<file path="src/rtl/rdport_pkg.sv">
package rdport_pkg;
  typedef enum logic {SEL_HI = 1'b0, SEL_LO = 1'b1} byte_sel_e;
endpackage

</file>
<file path="src/rtl/rdport_latch.sv">
module rdport_latch #(
  parameter int RES_W = 13
) (
  input  logic             clk,
  input  logic             rst,
  input  logic             load,
  input  logic [RES_W-1:0] din,
  output logic [RES_W-1:0] hold
);
  always_ff @(posedge clk) begin
    if (rst)       hold <= '0;
    else if (load) hold <= din;
  end
endmodule

</file>
<file path="src/rtl/rdport_ptr.sv">
module rdport_ptr
  import rdport_pkg::*;
(
  input  logic      clk,
  input  logic      rst,
  input  logic      load,
  input  logic      access,
  output byte_sel_e sel,
  output logic      acc_q,
  output logic      acc_start
);
  logic acc_end;

  assign acc_start = access & ~acc_q;
  assign acc_end   = acc_q & ~access;

  always_ff @(posedge clk) begin
    if (rst) begin
      sel   <= SEL_HI;
      acc_q <= 1'b0;
    end else begin
      acc_q <= access;
      if (load)         sel <= SEL_HI;
      else if (acc_end) sel <= (sel == SEL_HI) ? SEL_LO : SEL_HI;
    end
  end
endmodule

</file>
<file path="src/rtl/rdport_fmt.sv">
module rdport_fmt
  import rdport_pkg::*;
#(
  parameter int RES_W = 13,
  parameter int BUS_W = 8
) (
  input  logic [RES_W-1:0] hold,
  input  byte_sel_e        sel,
  output logic [BUS_W-1:0] byte_o
);
  localparam int HI_W = RES_W - BUS_W;
  localparam int EXT  = BUS_W - HI_W;

  logic [BUS_W-1:0] hi_byte;
  logic [BUS_W-1:0] lo_byte;

  assign lo_byte = hold[BUS_W-1:0];

  generate
    if (EXT > 0) begin : g_ext
      assign hi_byte = {{EXT{hold[RES_W-1]}}, hold[RES_W-1:BUS_W]};
    end else begin : g_noext
      assign hi_byte = hold[RES_W-1 -: BUS_W];
    end
  endgenerate

  assign byte_o = (sel == SEL_HI) ? hi_byte : lo_byte;
endmodule

</file>
<file path="src/rtl/rdport_top.sv">
module rdport_top
  import rdport_pkg::*;
#(
  parameter int RES_W = 13,
  parameter int BUS_W = 8
) (
  input  logic             clk,
  input  logic             rst,
  input  logic             res_valid,
  input  logic [RES_W-1:0] res_data,
  input  logic             cs_n,
  input  logic             rd_n,
  output logic [BUS_W-1:0] bus_out,
  output logic             bus_oe,
  output logic             int_clr
);
  logic             access;
  logic [RES_W-1:0] hold;
  byte_sel_e        sel;
  logic             acc_q;
  logic             acc_start;
  logic [BUS_W-1:0] byte_sel;

  assign access = ~cs_n & ~rd_n;

  rdport_latch #(.RES_W(RES_W)) u_latch (
    .clk(clk), .rst(rst), .load(res_valid), .din(res_data), .hold(hold)
  );

  rdport_ptr u_ptr (
    .clk(clk), .rst(rst), .load(res_valid), .access(access),
    .sel(sel), .acc_q(acc_q), .acc_start(acc_start)
  );

  rdport_fmt #(.RES_W(RES_W), .BUS_W(BUS_W)) u_fmt (
    .hold(hold), .sel(sel), .byte_o(byte_sel)
  );

  always_ff @(posedge clk) begin
    if (rst) begin
      bus_out <= '0;
      bus_oe  <= 1'b0;
      int_clr <= 1'b0;
    end else begin
      bus_oe  <= access;
      bus_out <= access ? byte_sel : '0;
      int_clr <= acc_start;
    end
  end
endmodule

</file>
<file path="config.mk">
export PLATFORM = sky130hd
export DESIGN_NAME = rdport_top
export DESIGN_NICKNAME = d
export VERILOG_FILES = /design/src/rtl/rdport_pkg.sv /design/src/rtl/rdport_latch.sv /design/src/rtl/rdport_ptr.sv /design/src/rtl/rdport_fmt.sv /design/src/rtl/rdport_top.sv
export SDC_FILE = /design/constraint.sdc
export NUM_CORES = 1
export LEC_CHECK = 0
export BUFFER_PORTS_ARGS = -buffer_cell sky130_fd_sc_hd__buf_2
export CAP_MARGIN = 20
export CORE_MARGIN = 1
export CORE_UTILIZATION = 54
export CTS_CLUSTER_DIAMETER = 200
export CTS_CLUSTER_SIZE = 12
export DETAILED_ROUTE_END_ITERATION = 6
export PLACE_DENSITY = 0.83
export SLEW_MARGIN = 20
export SYNTH_ARGS = -nofsm -noshare
export SYNTH_HDL_FRONTEND = slang
export SYNTH_HIERARCHICAL = 1
export SYNTH_SLANG_ARGS = --single-unit
</file>
<file path="constraint.sdc">
create_clock -name clk -period 1.9 [get_ports clk]
set_input_delay 0.475 -clock clk [delete_from_list [all_inputs] [get_ports clk]]
set_output_delay 0.475 -clock clk [all_outputs]
set_load 0.01 [all_outputs]
</file>
Word level (Yosys, flattened, before mapping)
Index checks and enable logic that the tools add are counted.

operators by class
  muxes and demuxes = 2
  bitwise gates (word level) = 7
  reduce and logical (&&, ||, !) cells = 2

operator list
  operator         number
  $mux 8           1
  $not 1->1        4
  $reduce_or 2->1  2
  $and 1x1->1      3
  $mux 1           1

word-level totals
  flip-flop bits (word level) = 24
  word-level logic and storage cells = 16

Longest topological paths before layout
  depth after elaboration = 4
  mapped depth = 5
  mapped depth without buffers = 4

By module
The synthesis kept the hierarchy.

by module, submodules not included
  module        instances  cells an instance  area each (µm²)  sequential area each (µm²)
  rdport_latch  1          42                 474.2            260.2
  rdport_top    1          24                 362.8            200.2
  rdport_fmt    1          9                  131.4            0.0
  rdport_ptr    1          7                  87.6             40.0

Least setup slack after synthesis
No wires, ideal clock.

  kind = in2reg
  start point = input port rd_n
  end point = register u_ptr.sel
  library setup time = 0.116 ns
  arrival = 1.073 ns
  required time = 1.784 ns
  setup slack = 0.711 ns
  stages on the path = 5
  cell sequence = buf_6 > nor2_1 > nor2b_4 > xnor2_1 > nor3_2

on the way
  longest elaborated chain between the ends = 4

RTL lines
  item                  line              source
  start, declared       rdport_top.sv:12  input logic rd_n,
  $not 1->1             rdport_top.sv:24  assign access = ~cs_n & ~rd_n;
  $and 1x1->1           rdport_top.sv:24
  net access            rdport_top.sv:17  logic access;
  $not 1->1             rdport_ptr.sv:15  assign acc_end = acc_q & ~access;
  $and 1x1->1           rdport_ptr.sv:15
  end signal, assigned  rdport_ptr.sv:24  else if (acc_end) sel <= (sel == SEL_HI) ? SEL_LO : SEL_HI;
  end, declared         rdport_ptr.sv:8   output byte_sel_e sel,

The timed path passes the listed nets, and every way through them passes these cells.
A chain may end at the register's enable or synchronous reset.

Final worst setup path
  start point = register u_ptr.sel
  end point = register bus_out[3]

on the way
  longest elaborated chain between the ends = 1

RTL lines
  item                  line              source
  $mux 8                rdport_fmt.sv:27  assign byte_o = (sel == SEL_HI) ? hi_byte : lo_byte;
  net byte_sel[3]       rdport_top.sv:22  logic [BUS_W-1:0] byte_sel;
  end signal, assigned  rdport_top.sv:46  bus_out <= access ? byte_sel : '0;
  end, declared         rdport_top.sv:13  output logic [BUS_W-1:0] bus_out,

The timed path passes the listed nets, and every way through them passes these cells.

==> results <==
- The top cell types in the final layout, fill and taps aside, are sky130_fd_sc_hd__buf_2 (27), sky130_fd_sc_hd__dfxtp_1 (25), sky130_fd_sc_hd__nor2_1 (14).
- The number of instances resized during post-cts repair is 0.
- met2 is the most crowded layer.
- After clock tree synthesis, the setup repair step added 0 buffers.
- The synthesized area per cell is roughly 13 sq um.
- CTS placed an instance of sky130_fd_sc_hd__clkbuf_4 at the clock tree root.
- In the global route stage, met2 resource usage came out at 0.2507.
- The worst setup path is launched from a flip-flop.
- The highest cell delay on the worst timing path is a little under 0.7 ns.
- The power density of the placed cells is 754.8 mW/mm^2.
- The detailed-routing iteration count for the pre-antenna-repair pass is 2.
- The number of remaining DRC errors is 0.
- The CTS H-tree depth is 1.
- At the worst endpoint, the arrival time is roughly 1.5 ns.
- The number of inserted diodes is 0.
- Data on the critical path is required at its endpoint by roughly 2.1 ns.
- The synthesized net count is 100.
- The die footprint is between 0.002 and 0.0025 sq mm.
- The die boundary width is around 46 microns.
- The nature of the critical path endpoint is a flip-flop.
- Once detailed placement completed, the half-perimeter wirelength came to 1.036 mm.
- Once layout is complete, the utilization of the core stands at 0.6596.
- The critical path is of the flip-flop to flip-flop type.
- The setup slack after layout is between 0.5 and 0.6 ns.
- From synthesis to final layout, the design area changed by 11.37%.
- The number of buffers and inverters on the critical path is 0.
- The met1 global-route usage is 0.1952.
- Walking the worst path, the cells encountered are mux2_4 -> nor4b_2.
- For the pin with the worst max-slew slack, the measured transition is between 0.5 and 0.6 ns.
- The total core area is ~0.0018 sq mm.
- The remaining antenna violation count after routing is 0.
- The top fanout value on the critical path is 9.
- After global routing the overflow that remains totals 0.
- Yosys printed 6 warnings.
- Of the cells placed in the final design, the portion with a size suffix greater than 1 is 0.4717.
- The clock buffer count from CTS is 3.
- After detailed routing, the total wire length is 1.409 mm.
- The clock passes through at most 2 buffers.
- The final clock skew is between 0.001 and 0.0015 ns.
- The maximum ir drop on the vdd rail is a little under 0.6 mV.
- Headroom to the max-slew limit came out at 0.6399.
- The number of pins with negative max-slew slack in the final report was 0.
- The post-route total power is 0.8877 mW.
- The post-cts hold buffer count is 0.
- Setup repair after global routing left no endpoint under its margin.
- The largest net degree at the start of global routing is 26.
- The filler cells instantiated in the layout total 138.
- The clock-pin slew of the registers on the worst-case setup and hold paths is 0.13 ns.
- The leakage power total is 0.5270 nW.
- The clock net in this run drives a total of 25 sinks.
- The shortest clock period the worst path allows after layout is 1.304 ns.
- The final clock period utilization by the worst path is 0.6862.
- The final-report hold violation count is 0.
- Port buffering added 27 buffers.
- At the placement stage, the worst setup path has a slack of 0.5550 ns.
- The detailed router placed ~640 vias in this run.
- The family with the most delay on the worst path is flip-flops.
- The first global-routing pass estimated around 2.3 mm of wire.
- In this run, placement finished with an instance count of about 130.
- The placement row count is 15.
- In this run, synthesis produced a sequential element count of 25.
- The number of antenna violations at the first check in global routing was 0.
- The number of max-capacitance violations reported is 0.
- The number of top-level design ports is 28.
- The detail-routed via count per cell is 4.870.
- The final weighted congestion in routability-driven placement is between 0.7 and 0.8.
- The starting density of the core is 0.5923.
- Among all stages on the critical path, the largest delay is contributed by sky130_fd_sc_hd__dfxtp_1.
- The number of instances in the synthesized netlist is 82.
- For this block, the initial DRC count from the detailed router was 1.
- The net count of the finished layout is roughly 130.
- The fmax is approximately 770 MHz.
- The library cell used most frequently in the layout, excluding fill and tap cells, is sky130_fd_sc_hd__buf_2.
- Setup violations remaining at the end of the flow were counted as 0.
- The count of unique library cells instantiated by Yosys is 15.
- The detailed-route wire length per cell is 10.76 microns.
- The run finished with clean final reports.
- The TritonCTS clock tree is done.
- The number of global-route vias before repair came to about 520.
- In the final timing run, aggregate negative setup slack is 0 ns.
- The global routing usage summed across all routing layers is 0.1555.
- For the worst-skew pair, the clock arrives at the later sink with an insertion delay of roughly 0.31 ns.
- In this run the worst hold path is classified as input pin to flip-flop.
- In this run the vertical extent of the chip is 46.22 microns.
- The cell area that synthesis handed to floorplanning was approximately 0.0011 sq mm.
- The share of synthesized area occupied by flip-flops and latches is 0.4739.
- The finished layout holds 131 standard cells, fillers aside.
- For this run, global-route usage on met3 was measured as 0.03529.
[Yosys cell counts]
master	count	share of area
sky130_fd_sc_hd__nor2b_4	1	0.013
sky130_fd_sc_hd__mux2i_1	13	0.12
sky130_fd_sc_hd__xnor2_1	1	0.0083
sky130_fd_sc_hd__mux2_4	8	0.11
sky130_fd_sc_hd__buf_12	1	0.019
sky130_fd_sc_hd__buf_2	1	0.0047
sky130_fd_sc_hd__nor4b_2	8	0.11
sky130_fd_sc_hd__dfxtp_1	25	0.47
sky130_fd_sc_hd__nor2b_1	2	0.012
sky130_fd_sc_hd__and2b_2	1	0.0083
sky130_fd_sc_hd__nor3_1	1	0.0047
sky130_fd_sc_hd__buf_6	4	0.043
sky130_fd_sc_hd__nor2_1	14	0.050
sky130_fd_sc_hd__nor3_2	1	0.0095
sky130_fd_sc_hd__clkbuf_1	1	0.0036
[worst min-delay path, stage by stage]
cell and delay (ns):
sky130_fd_sc_hd__buf_2 0.08, sky130_fd_sc_hd__mux2i_1 0.06, sky130_fd_sc_hd__nor2_1 0.07
[layer usage]
layer | vias to the layer above | wire length (microns)
li1 | 329 | -
met1 | 289 | 664
met2 | 18 | 662
met3 | 2 | 61
met4 | 0 | 20
met5 | - | 0
[state kept, by name, indices dropped and copies added, names as in the netlist]
signal,flops
u_latch/hold,13
bus_out,8
bus_oe,1
int_clr,1
u_ptr/acc_q,1
u_ptr/sel,1
[worst paths after layout]
kind | startpoint | endpoint | slack (ns) | cells past startpoint
worst max register to register | u_ptr/sel | bus_out[3] | 0.60 | 2
worst min-delay path | res_data[0] | u_latch/hold[0] | 0.39 | 3
worst min register to register | u_latch/hold[0] | u_latch/hold[0] | 0.51 | 2
worst max-delay path | u_ptr/sel | bus_out[3] | 0.60 | 2
[area by class of cell]
cell class              instances  area, sq um  share of cell area
clock buffers                   3        22.52             0.01915
clock inverters                 1        5.005            0.004255
multi-input cells              50        481.7              0.4096
flip-flops and latches         25        500.5              0.4255
well taps                      25        31.28             0.02660
repair buffers                 27        135.1              0.1149
[through the flow]
stage               cell area (sq um)  hold slack, ns
floorplan                        1056          0.4605
global placement                 1149          0.4748
detailed placement               1149          0.4820
CTS                              1176          0.3817
global route                     1176          0.3832
finish                           1176          0.3926
[cells by family (layout without fill, tap and decap cells)]
logic type,after synthesis,in the layout,share of synthesized area
AND/OR/NAND/NOR,28,28,0.2109
XOR/XNOR,1,1,0.008295
flip-flops,25,25,0.4739
multiplexers,21,21,0.2370
buffers and inverters,7,31,0.06989
[power by group]
group	internal (mW)	leakage (nW)	switching, mW	total, mW
clock network	0.0787	0.0177	0.149	0.228
registers	0.546	0.205	0.0126	0.558
logic	0.0559	0.305	0.0455	0.101
(Power assumes the default switching activity.)
